==> src/rtl/ldr_pkg.sv <==
package ldr_pkg;

    typedef enum logic [1:0] {
        ERR_NONE    = 2'd0,
        ERR_IMAGE   = 2'd1,
        ERR_TIMEOUT = 2'd2,
        ERR_IO      = 2'd3
    } ldr_err_e;

    typedef enum logic [3:0] {
        S_IDLE, S_SCAN, S_PULSE, S_INIT, S_FETCH_H, S_FETCH_L,
        S_PACE, S_WRITE, S_VERIFY, S_DONEW
    } ldr_state_e;

    typedef enum logic [1:0] {
        P_INIT, P_TX, P_WAIT, P_DONE
    } poll_sel_e;

    typedef struct packed {
        logic lbr;
        logic rld;
        logic prg;
    } strobes_t;

    localparam logic [7:0] SYNC_FIRST  = 8'hFF;
    localparam logic [7:0] SYNC_SECOND = 8'h20;
    localparam int         ST_INIT     = 1;
    localparam int         ST_TXRDY    = 2;
    localparam logic [3:0] VER_HANDSHK = 4'h5;

    // strobe levels per step of the attempt sequence
    function automatic strobes_t strobe_at(input logic [2:0] step);
        strobes_t s;
        s = '0;
        case (step)
            3'd0: s.lbr = 1'b1;
            3'd3: s.rld = 1'b1;
            3'd5: s.prg = 1'b1;
            default: s = '0;
        endcase
        return s;
    endfunction

endpackage

==> src/rtl/ldr_pulse_seq.sv <==
module ldr_pulse_seq #(
    parameter int PULSE_W = 1000
) (
    input  logic clk,
    input  logic rst,
    input  logic go,
    input  logic short_i,
    output logic lbr,
    output logic rld,
    output logic prg,
    output logic fin
);
    localparam int PW_W = $clog2(PULSE_W + 1);

    logic            active;
    logic            short_q;
    logic [2:0]      step;
    logic [PW_W-1:0] tmr;
    ldr_pkg::strobes_t lv;

    always_comb begin
        lv  = active ? ldr_pkg::strobe_at(step) : '0;
        lbr = lv.lbr;
        rld = lv.rld;
        prg = lv.prg;
    end

    always_ff @(posedge clk) begin
        if (rst) begin
            active  <= 1'b0;
            short_q <= 1'b0;
            step    <= '0;
            tmr     <= '0;
            fin     <= 1'b0;
        end else begin
            fin <= 1'b0;
            if (go) begin
                active  <= 1'b1;
                short_q <= short_i;
                step    <= '0;
                tmr     <= PW_W'(PULSE_W - 1);
            end else if (active) begin
                if (tmr == '0) begin
                    if (step == (short_q ? 3'd4 : 3'd6)) begin
                        active <= 1'b0;
                        fin    <= 1'b1;
                    end else begin
                        step <= step + 3'd1;
                        tmr  <= PW_W'(PULSE_W - 1);
                    end
                end else begin
                    tmr <= tmr - PW_W'(1);
                end
            end
        end
    end

    // a started sequence is running on the next cycle
    a_r4_seq_starts: assert property (@(posedge clk) disable iff (rst)
        go |=> active);
    // completion is reported only by a running sequence
    a_r4_fin_from_active: assert property (@(posedge clk) disable iff (rst)
        fin |-> $past(active));

endmodule

==> src/rtl/ldr_poller.sv <==
module ldr_poller #(
    parameter int GAP   = 500,
    parameter int CNT_W = 8
) (
    input  logic             clk,
    input  logic             rst,
    input  logic             go,
    input  logic             cond,
    input  logic [CNT_W-1:0] limit,
    output logic             hit,
    output logic             miss
);
    localparam int GAP_W = $clog2(GAP + 1);

    logic             active;
    logic [CNT_W-1:0] cnt;
    logic [GAP_W-1:0] tmr;

    always_ff @(posedge clk) begin
        if (rst) begin
            active <= 1'b0;
            cnt    <= '0;
            tmr    <= '0;
            hit    <= 1'b0;
            miss   <= 1'b0;
        end else begin
            hit  <= 1'b0;
            miss <= 1'b0;
            if (go) begin
                active <= 1'b1;
                cnt    <= '0;
                tmr    <= '0;
            end else if (active) begin
                if (tmr == '0) begin
                    if (cond) begin
                        hit    <= 1'b1;
                        active <= 1'b0;
                    end else if (cnt == limit - CNT_W'(1)) begin
                        miss   <= 1'b1;
                        active <= 1'b0;
                    end else begin
                        cnt <= cnt + CNT_W'(1);
                        tmr <= GAP_W'(GAP - 1);
                    end
                end else begin
                    tmr <= tmr - GAP_W'(1);
                end
            end
        end
    end

    // give-up is only reported by a running poll
    a_r5_miss_from_active: assert property (@(posedge clk) disable iff (rst)
        miss |-> $past(active));
    // a poll ends in exactly one outcome
    a_r5_one_outcome: assert property (@(posedge clk) disable iff (rst)
        hit |-> !miss);

endmodule

==> src/rtl/cfg_image_loader.sv <==
module cfg_image_loader #(
    parameter int LEN_W        = 12,
    parameter int PULSE_W      = 1000,
    parameter int POLL_GAP     = 500,
    parameter int FIXED_POLLS  = 4,
    parameter int INIT_TRIES   = 50,
    parameter int TX_TRIES     = 100,
    parameter int DONE_TRIES   = 200,
    parameter int MAX_ATTEMPTS = 3
) (
    input  logic             clk,
    input  logic             rst,
    input  logic             start_i,
    input  logic [LEN_W-1:0] img_len_i,
    output logic [LEN_W-1:0] rom_addr_o,
    input  logic [7:0]       rom_data_i,
    input  logic             mem_present_i,
    input  logic [15:0]      stat_i,
    input  logic             cfg_done_i,
    output logic [15:0]      cfg_wdata_o,
    output logic             cfg_we_o,
    output logic             lbus_rst_o,
    output logic             reload_o,
    output logic             prog_o,
    output logic             busy_o,
    output logic             done_o,
    output logic [1:0]       err_o
);
    import ldr_pkg::*;

    localparam int CNT_W = $clog2(INIT_TRIES + TX_TRIES + DONE_TRIES + FIXED_POLLS + 1);
    localparam int ATT_W = $clog2(MAX_ATTEMPTS + 1);
    localparam logic [LEN_W-1:0] ONE = LEN_W'(1);
    localparam logic [LEN_W-1:0] TWO = LEN_W'(2);

    ldr_state_e       state;
    poll_sel_e        poll_sel;
    ldr_err_e         err_q, fail_code;
    logic [LEN_W-1:0] ptr, start_q, remain;
    logic [7:0]       prev, hi_q, lo_q;
    logic             have_prev, new_ver, final_ph, done_q, att_fail;
    logic [ATT_W-1:0] attempt;
    logic             pulse_go, pulse_short, pulse_fin;
    logic             poll_go, poll_cond, poll_hit, poll_miss;
    logic [CNT_W-1:0] poll_limit;

    ldr_pulse_seq #(.PULSE_W(PULSE_W)) u_seq (
        .clk(clk), .rst(rst), .go(pulse_go), .short_i(pulse_short),
        .lbr(lbus_rst_o), .rld(reload_o), .prg(prog_o), .fin(pulse_fin)
    );

    ldr_poller #(.GAP(POLL_GAP), .CNT_W(CNT_W)) u_poll (
        .clk(clk), .rst(rst), .go(poll_go), .cond(poll_cond),
        .limit(poll_limit), .hit(poll_hit), .miss(poll_miss)
    );

    always_comb begin
        case (poll_sel)
            P_INIT:  begin poll_cond = stat_i[ST_INIT];  poll_limit = CNT_W'(INIT_TRIES);  end
            P_TX:    begin poll_cond = stat_i[ST_TXRDY]; poll_limit = CNT_W'(TX_TRIES);    end
            P_DONE:  begin poll_cond = cfg_done_i;       poll_limit = CNT_W'(DONE_TRIES);  end
            default: begin poll_cond = 1'b0;             poll_limit = CNT_W'(FIXED_POLLS); end
        endcase
    end

    always_comb begin
        att_fail  = 1'b0;
        fail_code = ERR_NONE;
        if ((state == S_INIT || state == S_DONEW || (state == S_PACE && new_ver)) && poll_miss) begin
            att_fail  = 1'b1;
            fail_code = ERR_TIMEOUT;
        end else if (state == S_VERIFY && !stat_i[ST_INIT]) begin
            att_fail  = 1'b1;
            fail_code = ERR_IO;
        end
    end

    assign remain      = img_len_i - ptr + ONE;
    assign rom_addr_o  = (state == S_FETCH_L) ? ptr + ONE : ptr;
    assign cfg_wdata_o = {hi_q, lo_q};
    assign cfg_we_o    = (state == S_WRITE);
    assign busy_o      = (state != S_IDLE);
    assign done_o      = done_q;
    assign err_o       = err_q;

    always_ff @(posedge clk) begin
        if (rst) begin
            state       <= S_IDLE;
            poll_sel    <= P_INIT;
            err_q       <= ERR_NONE;
            done_q      <= 1'b0;
            ptr         <= '0;
            start_q     <= '0;
            prev        <= '0;
            hi_q        <= '0;
            lo_q        <= '0;
            have_prev   <= 1'b0;
            new_ver     <= 1'b0;
            final_ph    <= 1'b0;
            attempt     <= '0;
            pulse_go    <= 1'b0;
            pulse_short <= 1'b0;
            poll_go     <= 1'b0;
        end else begin
            pulse_go <= 1'b0;
            poll_go  <= 1'b0;
            if (att_fail) begin
                if (attempt == ATT_W'(MAX_ATTEMPTS - 1)) begin
                    err_q <= fail_code;
                    state <= S_IDLE;
                end else begin
                    attempt     <= attempt + ATT_W'(1);
                    pulse_go    <= 1'b1;
                    pulse_short <= 1'b0;
                    state       <= S_PULSE;
                end
            end else begin
                case (state)
                    S_IDLE: if (start_i) begin
                        done_q    <= 1'b0;
                        err_q     <= ERR_NONE;
                        ptr       <= '0;
                        have_prev <= 1'b0;
                        if (img_len_i < TWO) err_q <= ERR_IMAGE;
                        else                 state <= S_SCAN;
                    end
                    S_SCAN: begin
                        if (have_prev && prev == SYNC_FIRST && rom_data_i == SYNC_SECOND) begin
                            start_q <= ptr - ONE;
                            if (remain[0]) begin
                                err_q <= ERR_IMAGE;
                                state <= S_IDLE;
                            end else if (!mem_present_i) begin
                                err_q <= ERR_IO;
                                state <= S_IDLE;
                            end else begin
                                attempt     <= '0;
                                final_ph    <= 1'b0;
                                pulse_go    <= 1'b1;
                                pulse_short <= 1'b0;
                                state       <= S_PULSE;
                            end
                        end else if (ptr == img_len_i - ONE) begin
                            err_q <= ERR_IMAGE;
                            state <= S_IDLE;
                        end else begin
                            prev      <= rom_data_i;
                            have_prev <= 1'b1;
                            ptr       <= ptr + ONE;
                        end
                    end
                    S_PULSE: if (pulse_fin) begin
                        if (final_ph) begin
                            done_q <= 1'b1;
                            state  <= S_IDLE;
                        end else begin
                            poll_sel <= P_INIT;
                            poll_go  <= 1'b1;
                            state    <= S_INIT;
                        end
                    end
                    S_INIT: if (poll_hit) begin
                        new_ver <= (stat_i[15:12] == VER_HANDSHK);
                        ptr     <= start_q;
                        state   <= S_FETCH_H;
                    end
                    S_FETCH_H: begin
                        hi_q  <= rom_data_i;
                        state <= S_FETCH_L;
                    end
                    S_FETCH_L: begin
                        lo_q     <= rom_data_i;
                        poll_sel <= new_ver ? P_TX : P_WAIT;
                        poll_go  <= 1'b1;
                        state    <= S_PACE;
                    end
                    S_PACE: if (new_ver ? poll_hit : poll_miss) state <= S_WRITE;
                    S_WRITE: state <= S_VERIFY;
                    S_VERIFY: begin
                        if ({1'b0, ptr} + {1'b0, TWO} == {1'b0, img_len_i}) begin
                            poll_sel <= P_DONE;
                            poll_go  <= 1'b1;
                            state    <= S_DONEW;
                        end else begin
                            ptr   <= ptr + TWO;
                            state <= S_FETCH_H;
                        end
                    end
                    S_DONEW: if (poll_hit) begin
                        final_ph    <= 1'b1;
                        pulse_go    <= 1'b1;
                        pulse_short <= 1'b1;
                        state       <= S_PULSE;
                    end
                    default: state <= S_IDLE;
                endcase
            end
        end
    end

    // an accepted start raises busy
    a_r12_start_taken: assert property (@(posedge clk) disable iff (rst)
        (start_i && !busy_o && img_len_i >= TWO) |=> busy_o);
    // results are held while idle without a start
    a_r12_hold: assert property (@(posedge clk) disable iff (rst)
        (!busy_o && !start_i) |=> ($stable(err_o) && $stable(done_o)));
    // success carries no error code
    a_r9_done_clean: assert property (@(posedge clk) disable iff (rst)
        done_o |-> (err_o == ERR_NONE));
    // each write is a single cycle followed by the status check
    a_r8_single_write: assert property (@(posedge clk) disable iff (rst)
        cfg_we_o |=> !cfg_we_o);
    // no strobe activity outside a load
    a_r11_quiet_idle: assert property (@(posedge clk) disable iff (rst)
        !busy_o |-> (!prog_o && !lbus_rst_o && !reload_o));

endmodule

==> config.mk <==
export PLATFORM = sky130hd
export DESIGN_NAME = cfg_image_loader
export DESIGN_NICKNAME = d
export VERILOG_FILES = /design/src/rtl/ldr_pkg.sv /design/src/rtl/ldr_pulse_seq.sv /design/src/rtl/ldr_poller.sv /design/src/rtl/cfg_image_loader.sv
export SDC_FILE = /design/constraint.sdc
export NUM_CORES = 1
export LEC_CHECK = 0
export BUFFER_PORTS_ARGS = -buffer_cell sky130_fd_sc_hd__buf_4
export CAP_MARGIN = 0
export CORE_UTILIZATION = 55
export CTS_CLUSTER_DIAMETER = 30
export DETAILED_ROUTE_END_ITERATION = 6
export PLACE_DENSITY = 0.76
export SYNTH_ARGS = -nofsm -noshare
export SYNTH_HDL_FRONTEND = slang
export SYNTH_HIERARCHICAL = 1
export SYNTH_SLANG_ARGS = --single-unit
==> constraint.sdc <==
create_clock -name clk -period 3.47 [get_ports clk]
set_input_delay 0.1735 -clock clk [delete_from_list [all_inputs] [get_ports clk]]
set_output_delay 0.1735 -clock clk [all_outputs]
set_load 0.01 [all_outputs]
==> results of run 1 <==
==> through the flow <==
step / std cells / hold slack [ns] / total power [mW] / setup slack [ns]
final: 1076 / 0.02458 / 3.471 / 0.2528
after floorplan: 879 / 0.2459 / 2.162 / 0.7589
after global placement: 1060 / 0.3912 / 2.424 / 0.4430
after detailed placement: 1060 / 0.4001 / 2.452 / 0.3706
after global routing: 1076 / 0.01725 / 3.653 / 0.03359
after CTS: 1076 / 0.01458 / 3.468 / 0.3401
==> cells by family (layout without fill, tap and decap cells) <==
kind of cell,after synthesis,count (layout),synth area share
AOI/OAI and AO/OA,223,223,0.2261
muxes,8,8,0.01251
other,1,7,0.0005514
and+or+nand+nor,368,368,0.2881
buffers and inverters,92,142,0.06016
adders and majority gates,19,19,0.03496
DFF,102,102,0.3003
xor gates and xnor gates,60,60,0.07728
==> critical path, stage by stage (launching register included) <==
cell,delay [ns]
dfxtp_1,0.58
ha_1,0.36
and3_1,0.31
nand4_1,0.21
o311ai_0,0.59
o21a_1,0.17
and3_1,0.27
a211oi_4,0.10
buf_4,0.19
a211o_2,0.29
o31ai_1,0.06
==> worst paths after layout <==
kind / startpoint / to / cells past startpoint
max: ptr[2] / ptr[9] / 10
min: mem_present_i / final_ph / 2
max reg2reg: ptr[2] / ptr[9] / 10
min reg2reg: hi_q[3] / hi_q[3] / 2
==> placed cells by master, fill, tap and decap left out, drive strengths merged, types with 6 or more instances in the layout <==
cell type | synthesis | final
nand4 | 20 | 20
o31ai | 11 | 11
o22ai | 6 | 6
inv | 34 | 38
buf | 22 | 91
mux2i | 7 | 7
nand3 | 21 | 21
nor4 | 14 | 14
ha | 19 | 19
nand2b | 11 | 11
and3 | 11 | 11
a32o | 6 | 6
or4 | 9 | 9
clkbuf | 34 | 9
o21a | 6 | 6
a31oi | 11 | 11
a21oi | 71 | 71
dfxtp | 102 | 102
and2 | 7 | 7
nand2 | 89 | 89
xor2 | 20 | 20
nor2b | 11 | 11
nor2 | 95 | 95
a311oi | 9 | 9
xnor2 | 40 | 40
nor3 | 35 | 35
a211oi | 22 | 22
or3 | 11 | 11
o21ai | 32 | 32
conb | 1 | 7
==> flip-flops by register name (all words and copies together) (netlist names), 8 cells and up <==
register	flops
ptr	12
start_q	12
u_seq/tmr	10
u_poll/cnt	9
u_poll/tmr	9
hi_q	8
lo_q	8
prev	8
==> cell type report <==
type / instances / area [sq um]
clock inverters: 7 / 67.56
repair buffers: 91 / 683.2
flip-flops and latches: 102 / 2042
inverters: 35 / 131.4
fillers: 1068 / 4299
multi-input cells: 685 / 4379
well taps: 147 / 183.9
clock buffers: 9 / 225.2
==> power by group through the flow <==
stage | Clock [mW] | Combinational (mW) | Sequential [mW]
final | 1.02 | 1.09 | 1.37
after global routing | 1.08 | 1.19 | 1.38
after CTS | 1.03 | 1.07 | 1.36
after detailed placement | 0 | 1.06 | 1.39
after global placement | 0 | 1.04 | 1.38
after floorplan | 0 | 0.829 | 1.33
==> layer usage <==
metal | vias to the layer above | global-route usage | wire length (um)
met1 | 3250 | 0.3767 | 8146
met4 | 0 | 0.09737 | 381
met2 | 234 | 0.4859 | 8717
met3 | 32 | 0.06481 | 1138
met5 | - | 0 | 0
li1 | 3270 | - | -
==> impl_metrics.csv, run 1 <==
group,metric,value,unit
timing,final-max-slew-violation-count,0,
cts,cts_tree,"yes",
logic_synthesis,synth_area_leaders,"dfxtp_1, nor2_1, a21oi_1, xnor2_1, nand2_1",
floorplan,die_area,0.01281,sq mm
drt,viasPerCell,6.307,
floorplan,std_cell_rows,40,
logic_synthesis,yosysWarnings,6,
logic_synthesis,yosysSeqAreaShare,0.3003,
worst_setup_path,critPathKind,"flip-flop to flip-flop",
cts,htreeDepth,3,
logic_synthesis,synth_largest_area_cell,"dfxtp_1",
cts,cts_resized,0,
finish,drive_gt1_frac,0.1529,
floorplan,die_w,113.2,um
finish,final_nets,984,
power,switching_share,0.3654,
placed_design,gp_congestion,0.9222,
floorplan,die_y,113.2,um
power,combPwrFrac,0.314,
logic_synthesis,synth_edf_count,0,
cts,cts.sinks,102,
worst_hold_path,hold_class,"input pin to flip-flop",
logic_synthesis,ys_types,88,
logic_synthesis,syn_area,0.006800,sq mm
logic_synthesis,synthTopCellsByCount,"dfxtp_1, nor2_1, nand2_1",
run,maxCapViolCount,0,
timing,skew,0.005425,ns
power,leakagePower,2.919,nW
drt,via_count,6786,
timing,min_period,3.217,ns
worst_setup_path,crit_fanout,11,
timing,rsz0062_at_grt,"no",
drt,drt_wl_total,18380,um
grt,grt.total_usage,0.2929,
logic_synthesis,synthFlopType,"dfxtp_1",
drt,dr.pass1.iters,5,
power,clock_power_share,0.293,
cts,postCtsSetupBuffers,0,
drt,ant_nets,0,
drt,drc,0,
timing,hold_violations,0,
timing,fin_tns_setup,0,ns
drt,drtIter0Drc,587,
power,internal_power,2.203,mW
floorplan,coreArea,0.01201,sq mm
cts,cts_buffers,9,
outcome,status,"finished, final reports clean",
cts,clk_latency,0.36,ns
grt,grt_pass1_wl,30330,um
timing,worst_pin_slew,0.7131,ns
timing,clock.fmax,310.8,MHz
finish,postLayoutCellArea,0.007712,sq mm
power,power.share.sequential,0.394,
worst_setup_path,worstPathRequired,3.74,ns
logic_synthesis,yosysMostFrequentCell,"dfxtp_1",
finish,diodes,0,
power,switchingPower,1.268,mW
logic_synthesis,yosysTopAreaCellShare,0.3003,
worst_setup_path,end_kind,"flip-flop",
grt,antenna_found_initial,0,
finish,final_core_util,0.6421,
placed_design,dpl_cell_area,0.007420,sq mm
finish,area_delta_synth_final,13.41,%
grt,overflow,0,
logic_synthesis,async_reset_ff_frac,0,
cts,cts_hold_buf,0,
power,irDropWorstVdd,0.3907,mV
timing,finalSetupViolCount,0,
floorplan,ios,77,
worst_setup_path,arrival,3.49,ns
timing,period_share,0.9271,
grt,grt_pass1_vias,6196,
cts,clk_pin_slew,0.07,ns
drt,wire_per_inst,17.09,um
logic_synthesis,avgSynthCellArea,7.790,sq um
placed_design,dp_hpwl,13150,um
worst_setup_path,reg2reg_setup_slack,0.25,ns
logic_synthesis,synthCells,873,
cts,cts_buffer_depth,2,
logic_synthesis,ys_ff_latch,102,
worst_setup_path,worstSetupStartpointType,"flip-flop",
grt,grt_max_degree,45,
cts,root_buffer,"clkbuf_16",
placed_design,port_buffers,66,
power,p_per_area,450.0,mW/mm^2
timing,slew_headroom,0.5211,
floorplan,initial_utilization,0.5661,
(Power assumes the default switching activity.)
==> run 2: changes to the inputs <==
--- a/config.mk
+++ b/config.mk
@@ -7,10 +7,10 @@
 export LEC_CHECK = 0
 export BUFFER_PORTS_ARGS = -buffer_cell sky130_fd_sc_hd__buf_4
 export CAP_MARGIN = 0
-export CORE_UTILIZATION = 55
+export CORE_UTILIZATION = 54
 export CTS_CLUSTER_DIAMETER = 30
 export DETAILED_ROUTE_END_ITERATION = 6
-export PLACE_DENSITY = 0.76
+export PLACE_DENSITY = 0.77
 export SYNTH_ARGS = -nofsm -noshare
 export SYNTH_HDL_FRONTEND = slang
 export SYNTH_HIERARCHICAL = 1
==> constraint.sdc (replaced) <==
create_clock -name clk -period 2.8 [get_ports clk]
set_input_delay 0.14 -clock clk [delete_from_list [all_inputs] [get_ports clk]]
set_output_delay 0.14 -clock clk [all_outputs]
set_load 0.01 [all_outputs]
==> impl_metrics.csv, run 2 (synthesized netlist as in run 1, its figures left out) <==
group,metric,value,unit
outcome,status,"finished with violations",
outcome,violations,"setup timing",
worst_setup_path,reg2reg_depth,12,
drt,drt_wl_total,17980,um
cts,clk_latency,0.35,ns
worst_setup_path,reg2reg_setup_slack,-0.006,ns
placed_design,dp_hpwl,12660,um
finish,postLayoutCellArea,0.008209,sq mm
timing,holdWs,0.02665,ns
timing,finalSetupViolCount,1,
placed_design,post-place-cells,1113,
timing,worst_pin_slew,0.7065,ns
placed_design,port_buffers,66,
cts,htreeDepth,3,
placed_design,place_ws,-0.005119,ns
finish,fin_cells,1137,
cts,root_buffer,"clkbuf_16",
worst_hold_path,hold_depth,2,
timing,period_share,1.002,
drt,drtIter0Drc,641,
worst_hold_path,hold_path_startpoint,"mem_present_i",
drt,viasPerCell,6.014,
finish,layout_common_cells,"buf_4, dfxtp_1, nor2_1",
worst_setup_path,cp_slowest_stage_delay,0.46,ns
cts,clk_pin_slew,0.07,ns
worst_setup_path,crit-reg2reg-launch,"poll_sel[1]",
worst_hold_path,min_to,"final_ph",
placed_design,gp_congestion,0.9330,
timing,hold_violations,0,
grt,antenna_found_initial,0,
finish,diodes,0,
power,leakagePower,3.144,nW
grt,grt.total_usage,0.2753,
floorplan,std_cell_rows,40,
power,irDropWorstVdd,0.4796,mV
timing,skew,0.008248,ns
finish,area_delta_synth_final,20.72,%
floorplan,die_area,0.01305,sq mm
floorplan,die_w,114.2,um
grt,grt_pass1_wl,29190,um
worst_setup_path,path_buf_inv,2,
worst_hold_path,hold_class,"input pin to flip-flop",
cts,cts_buffer_depth,2,
timing,final-max-slew-violation-count,0,
cts,cts_tree,"yes",
drt,dr.pass1.iters,5,
run,maxCapViolCount,0,
grt,grt_max_degree,61,
timing,min_period,2.806,ns
drt,via_count,6838,
worst_setup_path,worstPathCellList,"inv_4, ha_4, nor2_4, nor2_2, or4_4, nor4_4, mux2_4, and3_4, o21ai_4, buf_12, or4_4, a21oi_1",
floorplan,die_y,114.2,um
worst_setup_path,worstPathRequired,3.07,ns
worst_setup_path,critPathKind,"flip-flop to flip-flop",
floorplan,ios,77,
cts,cts_hold_buf,0,
finish,layout_commonest_cell,"buf_4",
drt,ant_nets,0,
finish,fill_cells,1049,
timing,fin_tns_setup,-0.005841,ns
worst_setup_path,worstReg2RegEnd,"u_poll/cnt[3]",
cts,cts.sinks,102,
worst_setup_path,path_common_cell,"or4_4",
floorplan,coreArea,0.01216,sq mm
power,p_per_area,538.8,mW/mm^2
drt,drc,0,
grt,overflow,0,
drt,wire_per_inst,15.82,um
finish,drive_gt1_frac,0.2054,
worst_setup_path,worstSetupStartpointType,"flip-flop",
placed_design,dpl_cell_area,0.007699,sq mm
worst_setup_path,end_kind,"flip-flop",
timing,slew_headroom,0.5255,
timing,setup_ws,-0.005841,ns
finish,final_nets,1024,
timing,clock.fmax,356.4,MHz
grt,grt_pass1_vias,6033,
worst_setup_path,cp_slowest_cell,"or4_4",
worst_setup_path,crit_fanout,7,
cts,cts_buffers,9,
worst_setup_path,cp_top_family,"simple AND/OR/NAND/NOR gates",
floorplan,initial_utilization,0.5592,
timing,rsz0062_at_grt,"yes",
finish,reg_top3,"ptr (12), start_q (12), u_seq/tmr (10)",
worst_setup_path,arrival,3.08,ns
run 2: how the worst max path moves through the flow:
| stage | from | end | slack (ns) | cells past startpoint |
|---|---|---|---|---|
| 3_3_place_gp | poll_sel[0] | u_poll/tmr[4] | 0.05 | 11 |
| 2_1_floorplan | poll_sel[0] | u_poll/tmr[3] | 0.09 | 9 |
| 6_report | poll_sel[1] | u_poll/cnt[3] | -0.006 | 12 |
| 5_1_grt | poll_sel[1] | u_poll/cnt[5] | -0.10 | 12 |
| 4_1_cts | poll_sel[1] | u_poll/tmr[3] | 0.008 | 9 |
| 3_5_place_dp | poll_sel[1] | u_poll/tmr[4] | -0.005 | 10 |
run 2: timing repair:
| action | CTS | global route |
|---|---|---|
| setup buffers | 0 | 7 |
| endpoints found under the setup margin | 7 | 10 |
| gates resized for setup | 3 | 25 |
| pin swaps | 0 | 9 |
| gates cloned | 0 | 1 |
run 2: final cells by class:
class	count	area, sq um	area share
Inverter	35	136.4	0.01661
Clock buffer	10	239.0	0.02911
Clock inverter	6	76.32	0.009297
Tap cell	168	210.2	0.02561
Timing Repair Buffer	131	1013	0.1235
Sequential cell	102	2049	0.2497
Multi-Input combinational cell	685	4484	0.5463
run 2: per-layer routing:
metal | GRT usage | vias up | routed length, um
li1 | - | 3366 | -
met1 | 0.3758 | 3238 | 8436
met2 | 0.4364 | 204 | 8270
met3 | 0.04711 | 30 | 865
met4 | 0.09957 | 0 | 411
met5 | 0 | - | 0
run 2: power breakdown:
group / internal [mW] / switching (mW) / total, mW
Clock: 0.733 / 0.591 / 1.32
Combinational: 0.604 / 0.825 / 1.43
Sequential: 1.55 / 0.121 / 1.67
run 2: metrics by stage:
stage	utilization	total power, mW
floorplan	-	2.680
global placement	0.6330	3.083
detailed placement	0.6330	3.101
CTS	0.6602	4.425
global route	0.6750	4.655
finish	0.6750	4.423
